File: src/rtl/ddr2w_pkg.sv
package ddr2w_pkg;
  // Lane width by word width: nibble lanes for narrow words, 9-bit lanes otherwise.
  function automatic int lane_w(input int data_w);
    return (data_w == 8) ? 4 : 9;
  endfunction
endpackage

File: src/rtl/ddr2w_store.sv
module ddr2w_store #(
  parameter int DATA_W = 18,
  parameter int ADDR_W = 6,
  parameter int LANE_W = 9,
  parameter int LANES  = 2
) (
  input  logic              clk,
  input  logic              we,
  input  logic [ADDR_W-1:0] waddr,
  input  logic [DATA_W-1:0] wdata,
  input  logic [LANES-1:0]  wen_n,
  input  logic [ADDR_W-1:0] raddr,
  output logic [DATA_W-1:0] rdata
);
  localparam int DEPTH = 1 << ADDR_W;

  for (genvar l = 0; l < LANES; l++) begin : g_lane
    logic [LANE_W-1:0] cells [DEPTH];

    always_ff @(posedge clk) begin
      if (we && !wen_n[l]) cells[waddr] <= wdata[l*LANE_W +: LANE_W];
    end

    assign rdata[l*LANE_W +: LANE_W] = cells[raddr];
  end
endmodule

File: src/rtl/ddr2w_seq.sv
module ddr2w_seq #(
  parameter int ADDR_W = 6
) (
  input  logic              clk,
  input  logic              rst_n,
  input  logic              cmd_load_n,
  input  logic              cmd_rd,
  input  logic [ADDR_W-1:0] addr,
  output logic              cmd_slot,
  output logic              we,
  output logic [ADDR_W-1:0] waddr,
  output logic              rd_fire,
  output logic [ADDR_W-1:0] raddr
);
  // Command captured at the last command edge
  logic              cap_v, cap_rd;
  logic [ADDR_W-1:0] cap_a;
  // Second write word pending for the complement edge
  logic              wb_v;
  logic [ADDR_W-1:0] wb_a;
  // First read word pending for the complement edge
  logic              r0_v;
  logic [ADDR_W-1:0] r0_a;
  // Second read word pending for the command edge
  logic              r1_v;
  logic [ADDR_W-1:0] r1_a;

  function automatic logic [ADDR_W-1:0] partner(input logic [ADDR_W-1:0] a);
    return {a[ADDR_W-1:1], ~a[0]};
  endfunction

  always_ff @(posedge clk or negedge rst_n) begin
    if (!rst_n) begin
      cmd_slot <= 1'b1;
      cap_v    <= 1'b0;
      cap_rd   <= 1'b0;
      cap_a    <= '0;
      wb_v     <= 1'b0;
      wb_a     <= '0;
      r0_v     <= 1'b0;
      r0_a     <= '0;
      r1_v     <= 1'b0;
      r1_a     <= '0;
    end else begin
      cmd_slot <= ~cmd_slot;
      if (cmd_slot) begin
        cap_v <= ~cmd_load_n;
        if (!cmd_load_n) begin
          cap_rd <= cmd_rd;
          cap_a  <= addr;
        end
        wb_v <= cap_v & ~cap_rd;
        wb_a <= partner(cap_a);
        r0_v <= cap_v & cap_rd;
        r0_a <= cap_a;
      end else begin
        r1_v <= r0_v;
        r1_a <= partner(r0_a);
      end
    end
  end

  always_comb begin
    if (cmd_slot) begin
      we      = cap_v & ~cap_rd;
      waddr   = cap_a;
      rd_fire = r1_v;
      raddr   = r1_a;
    end else begin
      we      = wb_v;
      waddr   = wb_a;
      rd_fire = r0_v;
      raddr   = r0_a;
    end
  end
endmodule

File: src/rtl/ddr2w_outreg.sv
module ddr2w_outreg #(
  parameter int DATA_W = 18
) (
  input  logic              clk,
  input  logic              rst_n,
  input  logic              rd_fire,
  input  logic [DATA_W-1:0] word,
  output logic [DATA_W-1:0] rdata,
  output logic              rd_oe
);
  always_ff @(posedge clk or negedge rst_n) begin
    if (!rst_n) begin
      rdata <= '0;
      rd_oe <= 1'b0;
    end else begin
      rd_oe <= rd_fire;
      if (rd_fire) rdata <= word;
    end
  end
endmodule

File: src/rtl/ddr2w_sram.sv
module ddr2w_sram #(
  parameter int DATA_W = 18,
  parameter int ADDR_W = 6,
  localparam int LANE_W = ddr2w_pkg::lane_w(DATA_W),
  localparam int LANES  = DATA_W / LANE_W
) (
  input  logic              clk,
  input  logic              rst_n,
  input  logic              cmd_load_n,
  input  logic              cmd_rd,
  input  logic [ADDR_W-1:0] addr,
  input  logic [LANES-1:0]  byte_wen_n,
  input  logic [DATA_W-1:0] wdata,
  output logic [DATA_W-1:0] rdata,
  output logic              rd_oe,
  output logic              echo_clk
);
  logic              cmd_slot, we, rd_fire;
  logic [ADDR_W-1:0] waddr, raddr;
  logic [DATA_W-1:0] store_q;

  ddr2w_seq #(.ADDR_W(ADDR_W)) u_seq (
    .clk(clk), .rst_n(rst_n), .cmd_load_n(cmd_load_n), .cmd_rd(cmd_rd),
    .addr(addr), .cmd_slot(cmd_slot), .we(we), .waddr(waddr),
    .rd_fire(rd_fire), .raddr(raddr)
  );

  ddr2w_store #(.DATA_W(DATA_W), .ADDR_W(ADDR_W), .LANE_W(LANE_W), .LANES(LANES)) u_store (
    .clk(clk), .we(we), .waddr(waddr), .wdata(wdata), .wen_n(byte_wen_n),
    .raddr(raddr), .rdata(store_q)
  );

  ddr2w_outreg #(.DATA_W(DATA_W)) u_out (
    .clk(clk), .rst_n(rst_n), .rd_fire(rd_fire), .word(store_q),
    .rdata(rdata), .rd_oe(rd_oe)
  );

  assign echo_clk = cmd_slot;
endmodule

File: config.mk
export PLATFORM = sky130hd
export DESIGN_NAME = ddr2w_sram
export DESIGN_NICKNAME = d
export VERILOG_FILES = /design/src/rtl/ddr2w_pkg.sv /design/src/rtl/ddr2w_store.sv /design/src/rtl/ddr2w_seq.sv /design/src/rtl/ddr2w_outreg.sv /design/src/rtl/ddr2w_sram.sv
export SDC_FILE = /design/constraint.sdc
export NUM_CORES = 2
export LEC_CHECK = 0
export ABC_AREA = 0
export CAP_MARGIN = 10
export CELL_PAD_IN_SITES_DETAIL_PLACEMENT = 1
export CELL_PAD_IN_SITES_GLOBAL_PLACEMENT = 1
export CORE_ASPECT_RATIO = 0.9
export CORE_MARGIN = 4
export CORE_UTILIZATION = 30
export CTS_CLUSTER_DIAMETER = 60
export DETAILED_ROUTE_END_ITERATION = 10
export DONT_BUFFER_PORTS = 1
export GPL_TIMING_DRIVEN = 0
export PLACE_DENSITY_LB_ADDON = 0.2
export RECOVER_POWER = 100
export SETUP_SLACK_MARGIN = 0.02
export SLEW_MARGIN = 15
export SYNTH_ARGS = -nofsm -noshare
export SYNTH_HDL_FRONTEND = slang
export SYNTH_HIERARCHICAL = 1
export SYNTH_SLANG_ARGS = --single-unit
File: constraint.sdc
create_clock -name clk -period 7.7 [get_ports clk]
set_clock_uncertainty 0.2 [all_clocks]
set_input_delay 0.385 -clock clk [delete_from_list [all_inputs] [get_ports clk]]
set_output_delay 0.385 -clock clk [all_outputs]
set_load 0.005 [all_outputs]
==> flow_metrics.tcl <==
set metrics [dict create \
    outcome "complete, but fails checks" \
    violations "capacitance limit, slew limit" \
    min_path_type "reg -> reg" \
    fmax_mhz 158 \
    p_switching_mw 3.49 \
    track_usage 0.173 \
    swShare 0.236 \
    arrival_ps 6750 \
    r2r_slack_ps 1370 \
    critPathCaptureType "flip-flop" \
    crit_chain "clkbuf_1 -> nand2_1 -> nand2_1 -> clkbuf_1 -> clkbuf_1 -> clkbuf_1 -> mux4_2 -> mux4_2 -> o21ai_0 -> o31ai_1 -> mux2_4" \
    place_area_um2 48700 \
    clkPwrFrac 0.417 \
    rows 136 \
    drc 0 \
    cp_slowest_cell "clkbuf_1" \
    cts_sinks 1196 \
    clk_pin_slew_ps 60 \
    via_count 22700 \
    synthCells 2096 \
    grt_pass1_wl_um 193000 \
    fin_crit_ps 6330 \
    hpwl_um 92500 \
    final_layout_size_suffix_gt1_frac 0.242 \
    die_y_um 380 \
    routed_via_density 5.18 \
    worst_slew_pin_slew_ps 4070 \
    clk_path_buf_depth 3 \
    slew-limit-headroom -1.72 \
    seqPwrFrac 0.493 \
    synth_area_per_cell_um2 22.0 \
    ys_seq_area_frac 0.773 \
    p_leak_nw 16.6 \
    setup.worst_path.class "reg -> reg" \
    synthToLayoutAreaGrowth_pct 15.5 \
    yosysUniqueCellTypes 41 \
    rr_endpoint "u_out/rdata[9]" \
    antenna_left 0 \
    antenna_found_initial 15 \
    numCtsBuffers 134 \
    ir_drop_mv 0.197 \
    cp_max_fo 10 \
    slew_violations 1217 \
    first_pass_iters 5 \
    critical_path.most_common_cell "clkbuf_1" \
    cts_max_level 4 \
    nets 2317 \
    yosys_most_used_dff "edfxtp_1" \
    netlist_area_um2 46200 \
    hold_violations 0 \
    core-area_um2 153000 \
    yosysWarnings 6 \
    clockRootBuffer "clkbuf_16" \
    cts_tree "built" \
    post-route-period-util 0.822 \
    ys_ff_latch 1196 \
    grt_pass1_vias 24000 \
    worstSetupStartpoint "u_seq/cmd_slot" \
    fp.dieW_um 422 \
    endpoint "u_out/rdata[9]" \
    drt-initial-drc-count 2577 \
    total_power_mw 14.8 \
    finalCoreUtilization 0.349 \
    final_common_cell "edfxtp_1" \
    power_density_nw_per_um2 277 \
    insertion_delay_ps 760 \
    regToRegStartpoint "u_seq/cmd_slot" \
    p_comb_frac 0.091 \
    grt_overflow 0 \
    drv_cap 20 \
    max_stage_delay_ps 1060 \
    start_util 0.302 \
    grt_start_max_net_pins 65 \
    top_level_ports 50 \
    die-area_um2 160000 \
    syn-num-nets 2126 \
    place.gp.congestion 0.842 \
    required_ps 8120 \
    rr_worst_depth 11 \
    startpoint_type "flip-flop" \
    final_cell_area_um2 53300 \
    synth-edff-count 1152 \
    final_cell_mix "edfxtp_1, mux4_2, clkbuf_16" \
    numPortBuffers 0 \
    drt-wirelength-per-cell_um 31.9 \
    report.final.setup_viol 0 \
    rsz0062_at_grt "false" \
    finalSetupTns_ps 0 \
    async_flop_share 0.0368 \
    p_int_mw 11.3 \
    postRouteWirelength_um 140000 \
]
==> logic make-up after synthesis <==
kind of cell	synth area share
flops	0.773
buf+inv	0.0149
compound gates	0.0190
simple gates	0.0238
mux	0.170
==> cells in the mapped netlist (4+ instances only) <==
cell | n | area [µm²]
nand2_1 | 54 | 203
o21ai_0 | 13 | 65.1
a31oi_1 | 5 | 31.3
nand2b_1 | 9 | 56.3
buf_1 | 11 | 41.3
or3b_2 | 4 | 35.0
clkbuf_1 | 40 | 150
mux2_4 | 10 | 150
o21ai_1 | 13 | 65.1
o221ai_1 | 18 | 158
a221oi_1 | 14 | 123
a21oi_1 | 5 | 25.0
mux2_1 | 7 | 78.8
edfxtp_1 | 1152 | 34600
mux4_2 | 305 | 6870
buf_4 | 19 | 143
nor2b_1 | 17 | 106
a22oi_1 | 17 | 128
buf_6 | 9 | 101
a211oi_1 | 17 | 128
nor2_1 | 139 | 522
dfrtp_1 | 43 | 1080
nand3_1 | 9 | 45.0
o22ai_1 | 4 | 25.0
nand3b_1 | 10 | 75.1
inv_1 | 12 | 45.0
o31ai_1 | 14 | 105
mux2i_1 | 64 | 641
mux2_2 | 9 | 101
buf_2 | 36 | 180
nor3_1 | 4 | 20.0
==> registers in the layout, indices dropped and copies added (netlist names), 6 cells and up <==
name / cells
u_seq/cap_a: 6
u_out/rdata: 18
u_seq/r1_a: 6
u_store/g_lane.cells: 1152
u_seq/wb_a: 6
==> worst max-delay path: cells and delay by family, from the launching register on <==
| family | cells | cell delay, ps |
|---|---|---|
| AOI/OAI and AO/OA | 2 | 1000 |
| buffers and inverters | 4 | 2650 |
| DFF | 1 | 710 |
| muxes | 3 | 1410 |
| and+or+nand+nor | 2 | 220 |
==> power groups by stage <==
stage	combinational (mW)	sequential, mW	clock [mW]
floorplan	0.721	7.36	0
global placement	1.20	7.40	0
detailed placement	1.21	7.40	0
CTS	1.39	7.27	6.33
global route	1.41	7.28	6.62
finish	1.34	7.28	6.16
==> per-stage QoR <==
stage	cells	hold slack (ps)	setup slack (ps)
after global placement	4097	-107	2310
final	4389	261	1370
after CTS	4388	273	2320
after global routing	4389	311	1240
after floorplan	2096	-111	4540
after detailed placement	4097	-107	2310
==> final cells by class <==
class	instances	area, µm²
Multi-Input combinational cell	770	9820
Antenna cell	1	2.50
Sequential cell	1196	35700
Timing Repair Buffer	55	425
Inverter	14	52.6
Clock buffer	175	3670
Tap cell	2001	2500
Fill cell	14800	99500
Buffer	116	627
Clock inverter	61	557
==> worst min path at each step <==
stage	from	endpoint	slack, ps	depth (start not counted)
after floorplan	rst_n	u_out/rd_oe	-110	0
after global placement	rst_n	u_out/rd_oe	-110	0
after detailed placement	rst_n	u_out/rd_oe	-110	0
after CTS	cmd_load_n	u_seq/cap_v	270	4
after global routing	u_seq/r1_a[2]	u_seq/r1_a[2]	310	2
final	u_seq/r0_a[0]	u_seq/r1_a[0]	260	1
==> metal layers <==
layer  vias up  part of all wire  wire length, µm  global-route usage
li1       9168                 -                -                   -
met1     12500              0.43            60000               0.236
met2       853              0.47            65400               0.274
met3       203             0.078            11000              0.0468
met4         0             0.027             3810              0.0508
met5         -                 0                0                   0
==> what timing repair did <==
item                       CTS  global route
hold endpoints to repair  1204             0
hold buffers                55             0
gates resized for setup      0             0
setup buffers                0             0
(Power assumes the default switching activity.)
